`src/rtl/dslot_pkg.sv`:
```
package dslot_pkg;
   typedef enum logic [1:0] {
      SEL_SEQ    = 2'd0,
      SEL_BRANCH = 2'd1,
      SEL_EXC    = 2'd2,
      SEL_ERET   = 2'd3
   } pc_sel_e;
endpackage

```
`src/rtl/dslot_redirect_sel.sv`:
```
module dslot_redirect_sel
   import dslot_pkg::*;
(
   input  logic    dec_valid,
   input  logic    br_valid,
   input  logic    br_taken,
   input  logic    exc_req,
   input  logic    eret_req,
   output pc_sel_e sel,
   output logic    exc_take,
   output logic    branch_seen,
   output logic    flush
);
   // An exception only counts when decode holds a live instruction.
   assign exc_take    = exc_req & dec_valid;
   assign branch_seen = br_valid & dec_valid;
   assign flush       = exc_take | eret_req;

   always_comb begin
      if (exc_take)                   sel = SEL_EXC;
      else if (eret_req)              sel = SEL_ERET;
      else if (branch_seen & br_taken) sel = SEL_BRANCH;
      else                            sel = SEL_SEQ;
   end
endmodule

```
`src/rtl/dslot_fetch_pc.sv`:
```
module dslot_fetch_pc
   import dslot_pkg::*;
#(
   parameter int              ADDR_W     = 32,
   parameter int              INSN_BYTES = 4,
   parameter logic [ADDR_W-1:0] RESET_PC   = 'h1000,
   parameter logic [ADDR_W-1:0] EXC_VECTOR = 'h80
) (
   input  logic              clk,
   input  logic              rst,
   input  pc_sel_e           sel,
   input  logic [ADDR_W-1:0] br_target,
   input  logic [ADDR_W-1:0] epc,
   output logic [ADDR_W-1:0] pc_q
);
   localparam logic [ADDR_W-1:0] STEP = ADDR_W'(INSN_BYTES);

   logic [ADDR_W-1:0] pc_d;

   always_comb begin
      unique case (sel)
         SEL_EXC:    pc_d = EXC_VECTOR;
         SEL_ERET:   pc_d = epc;
         SEL_BRANCH: pc_d = br_target;
         default:    pc_d = pc_q + STEP;
      endcase
   end

   always_ff @(posedge clk) begin
      if (rst) pc_q <= RESET_PC;
      else     pc_q <= pc_d;
   end
endmodule

```
`src/rtl/dslot_decode_track.sv`:
```
module dslot_decode_track #(
   parameter int ADDR_W      = 32,
   parameter int INSN_BYTES  = 4,
   parameter bit STORE_BR_PC = 1'b1
) (
   input  logic              clk,
   input  logic              rst,
   input  logic [ADDR_W-1:0] fetch_pc,
   input  logic              flush,
   input  logic              branch_seen,
   output logic [ADDR_W-1:0] dec_pc,
   output logic              dec_valid,
   output logic              dec_in_slot,
   output logic [ADDR_W-1:0] branch_pc
);
   localparam logic [ADDR_W-1:0] STEP = ADDR_W'(INSN_BYTES);

   always_ff @(posedge clk) begin
      if (rst) begin
         dec_pc      <= '0;
         dec_valid   <= 1'b0;
         dec_in_slot <= 1'b0;
      end else begin
         dec_pc      <= fetch_pc;
         dec_valid   <= ~flush;
         dec_in_slot <= ~flush & branch_seen;
      end
   end

   // Address of the branch that owns the current slot instruction.
   generate
      if (STORE_BR_PC) begin : g_stored
         logic [ADDR_W-1:0] br_pc_q;
         always_ff @(posedge clk) begin
            if (rst)              br_pc_q <= '0;
            else if (branch_seen) br_pc_q <= dec_pc;
         end
         assign branch_pc = br_pc_q;
      end else begin : g_derived
         assign branch_pc = dec_pc - STEP;
      end
   endgenerate
endmodule

```
`src/rtl/dslot_epc_unit.sv`:
```
module dslot_epc_unit #(
   parameter int ADDR_W = 32
) (
   input  logic              clk,
   input  logic              rst,
   input  logic              exc_take,
   input  logic [ADDR_W-1:0] dec_pc,
   input  logic              dec_in_slot,
   input  logic [ADDR_W-1:0] branch_pc,
   output logic [ADDR_W-1:0] epc,
   output logic              epc_in_slot
);
   always_ff @(posedge clk) begin
      if (rst) begin
         epc         <= '0;
         epc_in_slot <= 1'b0;
      end else if (exc_take) begin
         epc         <= dec_in_slot ? branch_pc : dec_pc;
         epc_in_slot <= dec_in_slot;
      end
   end
endmodule

```
`src/rtl/dslot_pc_seq.sv`:
```
module dslot_pc_seq
   import dslot_pkg::*;
#(
   parameter int              ADDR_W      = 32,
   parameter int              INSN_BYTES  = 4,
   parameter logic [ADDR_W-1:0] RESET_PC    = 'h1000,
   parameter logic [ADDR_W-1:0] EXC_VECTOR  = 'h80,
   parameter bit              STORE_BR_PC = 1'b1
) (
   input  logic              clk,
   input  logic              rst,
   input  logic              br_valid,
   input  logic              br_taken,
   input  logic [ADDR_W-1:0] br_target,
   input  logic              exc_req,
   input  logic              eret_req,
   output logic [ADDR_W-1:0] fetch_pc,
   output logic [ADDR_W-1:0] dec_pc,
   output logic              dec_valid,
   output logic              dec_in_slot,
   output logic [ADDR_W-1:0] epc,
   output logic              epc_in_slot
);
   localparam int ALIGN_MASK = INSN_BYTES - 1;

   generate
      if (ADDR_W < 8) begin : g_bad_width
         $error("dslot_pc_seq: ADDR_W must be at least 8");
      end
      if (INSN_BYTES < 1 || (INSN_BYTES & ALIGN_MASK) != 0) begin : g_bad_step
         $error("dslot_pc_seq: INSN_BYTES must be a power of two");
      end
      if ((int'(RESET_PC) & ALIGN_MASK) != 0) begin : g_bad_reset
         $error("dslot_pc_seq: RESET_PC not aligned");
      end
   endgenerate

   pc_sel_e           sel;
   logic              exc_take;
   logic              branch_seen;
   logic              flush;
   logic [ADDR_W-1:0] branch_pc;

   dslot_redirect_sel u_sel (
      .dec_valid   (dec_valid),
      .br_valid    (br_valid),
      .br_taken    (br_taken),
      .exc_req     (exc_req),
      .eret_req    (eret_req),
      .sel         (sel),
      .exc_take    (exc_take),
      .branch_seen (branch_seen),
      .flush       (flush)
   );

   dslot_fetch_pc #(
      .ADDR_W     (ADDR_W),
      .INSN_BYTES (INSN_BYTES),
      .RESET_PC   (RESET_PC),
      .EXC_VECTOR (EXC_VECTOR)
   ) u_pc (
      .clk       (clk),
      .rst       (rst),
      .sel       (sel),
      .br_target (br_target),
      .epc       (epc),
      .pc_q      (fetch_pc)
   );

   dslot_decode_track #(
      .ADDR_W      (ADDR_W),
      .INSN_BYTES  (INSN_BYTES),
      .STORE_BR_PC (STORE_BR_PC)
   ) u_dec (
      .clk         (clk),
      .rst         (rst),
      .fetch_pc    (fetch_pc),
      .flush       (flush),
      .branch_seen (branch_seen),
      .dec_pc      (dec_pc),
      .dec_valid   (dec_valid),
      .dec_in_slot (dec_in_slot),
      .branch_pc   (branch_pc)
   );

   dslot_epc_unit #(
      .ADDR_W (ADDR_W)
   ) u_epc (
      .clk         (clk),
      .rst         (rst),
      .exc_take    (exc_take),
      .dec_pc      (dec_pc),
      .dec_in_slot (dec_in_slot),
      .branch_pc   (branch_pc),
      .epc         (epc),
      .epc_in_slot (epc_in_slot)
   );
endmodule

```
`config.mk`:
```
export PLATFORM = sky130hd
export DESIGN_NAME = dslot_pc_seq
export DESIGN_NICKNAME = d
export VERILOG_FILES = /design/src/rtl/dslot_pkg.sv /design/src/rtl/dslot_redirect_sel.sv /design/src/rtl/dslot_fetch_pc.sv /design/src/rtl/dslot_decode_track.sv /design/src/rtl/dslot_epc_unit.sv /design/src/rtl/dslot_pc_seq.sv
export SDC_FILE = /design/constraint.sdc
export NUM_CORES = 1
export LEC_CHECK = 0
export BUFFER_PORTS_ARGS = -buffer_cell sky130_fd_sc_hd__buf_2
export CAP_MARGIN = 20
export CELL_PAD_IN_SITES_DETAIL_PLACEMENT = 1
export CELL_PAD_IN_SITES_GLOBAL_PLACEMENT = 2
export CORE_ASPECT_RATIO = 1.1
export CORE_MARGIN = 2
export CORE_UTILIZATION = 34
export CTS_CLUSTER_DIAMETER = 120
export DETAILED_ROUTE_END_ITERATION = 7
export PLACE_DENSITY_LB_ADDON = 0.1
export SLEW_MARGIN = 20
export SYNTH_ARGS = -nofsm -noshare
export SYNTH_HDL_FRONTEND = slang
export SYNTH_SLANG_ARGS = --single-unit
```
`constraint.sdc`:
```
create_clock -name clk -period 3.7 [get_ports clk]
set_clock_uncertainty 0.2 [all_clocks]
set_input_delay 0.37 -clock clk [delete_from_list [all_inputs] [get_ports clk]]
set_output_delay 0.37 -clock clk [all_outputs]
set_load 0.01 [all_outputs]
```
==> flow_summary_export.csv <==
group,metric,value,unit
outcome,outcome,"completed",
worst_setup_path,reg2reg_depth,4,
synthesis,postSynth.topFlopCell,"dfxtp_1",
worst_setup_path,worstPathMaxFanout,11,
synthesis,cell_with_the_most_instances_after_synthesis,"dfxtp_1",
synthesis,synthArstFlopShare,0,%
clocking,clock_tree.root_cell,"clkbuf_16",
clocking,cts_setup_buffers,0,
global_routing,global_route.usage.total,21.24,%
cells_and_area,drive_gt1_share,25.99,%
global_routing,grt_antenna_before_repair,0,
synthesis,synth.ff_latch_count,131,
clocking,deepest_level_of_the_cts_h_tree,4,
timing,maxSlewViolCount,0,
synthesis,netlist_instances,629,
power,netSwitchingFraction,25.13,%
worst_setup_path,critPathRequiredTime,3.84,ns
clocking,tritoncts_num_sinks,131,
clocking,clock_pin_transition_on_the_worst_setup_and_hold_timing_paths,0.06,ns
clocking,clkLatencyLatePin,0.42,ns
power,p_int,2636,uW
global_routing,globalRouteOverflowTotal,0,
place,dpl-instance-area,6374,sq um
cells_and_area,regArea,2624,sq um
floorplan,die_area,17390,sq um
power,totalPowerFinal,3521,uW
cells_and_area,n_fill_cell,1953,
worst_hold_path,hold_path.class,"input port to flip-flop",
route,post_drt_via_cell_ratio,5.365,
timing,grt_setup_unrepaired,"no",
clocking,clock_path_buffers,2,
synthesis,syn-cell-area,5559,sq um
synthesis,synth_enable_flop_cells,0,
route,average_wire_length_per_cell_after_detail_routing,19.07,um
synthesis,post_synth.cell_area_avg,8.838,sq um
route,vias,5140,
timing,setup_violations,0,
synthesis,synth_fp_nets,668,
cells_and_area,multiInputGateArea,2721,sq um
timing,final.min_clock_period,2.508,ns
place,port-buffer-count,136,
route,dr.pass1.iters,4,
power,clkPwrFrac,47.2,%
clocking,post_cts_resize_count,0,
floorplan,placeableCoreArea,16190,sq um
floorplan,placement_rows,49,
worst_setup_path,critPathLaunchType,"flip-flop",
worst_setup_path,r2r_setup_slack,1.19,ns
synthesis,synth.yosys.warnings,0,
run,max_cap_viol_count,0,
global_routing,grt_max_degree,82,
global_routing,top_usage_layer,"met2",
floorplan,boundary_pins,137,
route,postRouteWirelength,18.27,mm
place,place_hpwl,12.43,mm
timing,fin_crit_sh,67.78,%
timing,finalHoldViolations,0,
power,net-switching-power,884.7,uW
global_routing,met2_usage,34.97,%
power,comb_power_share,9.0,%
clocking,tritoncts.num_buffers,17,
route,route.detailed.drc,0,
floorplan,fp.dieH,138.1,um
global_routing,grt_use_met3,4.799,%
route,drtIter0Drc,286,
worst_setup_path,timing.critical_path.to_type,"flip-flop",
power,pwr-share-seq,43.8,%
global_routing,met1_capacity_usage_during_global_routing,27.83,%
synthesis,post_synth_num_cell_types,45,
worst_setup_path,worstPathArrival,2.65,ns
synthesis,yosysSeqAreaShare,47.18,%
global_routing,grt_first_pass_wirelength,28.96,mm
synthesis,post_synth_top_cells,"dfxtp_1, nand2_1, nor2_1",
timing,fmaxAchievable,398.8,MHz
cells_and_area,end_of_flow_core_utilization,42.97,%
floorplan,dieWidth,125.9,um
place,globalplace.congestion,0.7799,
worst_setup_path,critical_path.endpoint,"u_pc.pc_q[27]",
clocking,hold_buffers,0,
worst_setup_path,regToRegStartpoint,"u_pc.pc_q[7]",
clocking,cts_tree,"done",
power,leakage,0.002687,uW
power,ir_drop,289.7,uV
cells_and_area,area_delta_synth_final,25.10,%
worst_setup_path,critical_path.reg2reg.endpoint,"u_pc.pc_q[27]",
worst_setup_path,critical_path.startpoint,"u_pc.pc_q[7]",
cells_and_area,stdcell_area,6954,sq um
timing,max_slew_margin,33.88,%
global_routing,first_global_vias,5203,
cells_and_area,layout.nets,780,
synthesis,post-synth-top-area-cell,"dfxtp_1",
floorplan,floorplan.initialDensity,34.35,%
synthesis,synth.top_cell.area_share,47.18,%
timing,timing.setup.tns,0,ns
synthesis,synth.area.top_cells,"dfxtp_1, mux2i_1, a211oi_1",
worst_setup_path,critical_path_class,"flip-flop to flip-flop",
route,ant_nets,0,
timing,worstMarginPinSlew,0.9897,ns
cells_and_area,antenna_cells,0,
power,pwr_density_cell,506.3,nW/um^2
worst max-delay path, cell delays in order (launching register included):
cell and delay [ns]:
dfxtp_1 0.49, nand4_1 0.45, nor4_1 0.87, a211oi_1 0.19, nor3_1 0.22
how the worst min path moves through the flow:
stage	from	slack, ns	to	cells after the start
floorplan	u_dec.branch_pc[0]	0.24	u_dec.branch_pc[0]	2
global placement	u_dec.branch_pc[10]	0.24	u_dec.branch_pc[10]	2
global route	br_target[1]	0.04	u_pc.pc_q[1]	3
CTS	br_target[3]	0.01	u_pc.pc_q[3]	3
finish	br_target[3]	0.03	u_pc.pc_q[3]	3
detailed placement	u_dec.branch_pc[8]	0.25	u_dec.branch_pc[8]	2
layout make-up:
class | instances | area share (%)
multi-input combinational | 440 | 39.13
sequential | 131 | 37.73
timing repair buffer | 145 | 10.80
clock buffer | 22 | 6.819
tap | 204 | 3.670
clock inverter | 10 | 1.529
inverter | 6 | 0.3239
flip-flops by register name, summed over array words and instances (netlist names):
register,flops
u_dec.branch_pc,32
u_dec.dec_in_slot,1
u_dec.dec_pc,32
u_dec.dec_valid,1
u_epc.epc,32
u_epc.epc_in_slot,1
u_pc.pc_q,32
layer usage:
layer,up-vias,part of all wire (%)
li1,2490,-
met2,116,49
met5,-,0
met1,2514,45
met3,20,4.9
met4,0,1.3
placed cells by master (no fill, tap or decap), types with 13 or more instances in the layout:
cell type  count
mux2_2        15
mux2i_1       40
nand3_1       13
nand2_1       83
nand4_1       14
dfxtp_1      130
nor2_1        51
clkbuf_16     17
a21oi_1       48
a211oi_1      42
nor2b_1       27
buf_2        135
cell families after synthesis:
group / synth area share, %
muxes: 10.24
xor gates and xnor gates: 1.891
buffers and inverters: 3.939
AOI/OAI and AO/OA: 16.16
DFF: 47.18
adders and majority gates: 0.2250
and+or+nand+nor: 20.37
metrics by stage:
step	setup slack (ns)	hold slack [ns]	instances
6_report	1.192	0.02637	958
5_1_grt	1.014	0.04383	958
4_1_cts	1.218	0.01309	958
3_5_place_dp	1.030	0.2490	926
3_3_place_gp	1.132	0.2408	926
2_1_floorplan	1.399	0.2360	629
power by group through the flow:
stage          Sequential, uW  Combinational [uW]  Clock (uW)
2_1_floorplan            1570                 169           0
5_1_grt                  1550                 347        1770
3_3_place_gp             1570                 312           0
6_report                 1540                 316        1660
4_1_cts                  1540                 321        1690
3_5_place_dp             1570                 319           0
(Power assumes the default switching activity.)
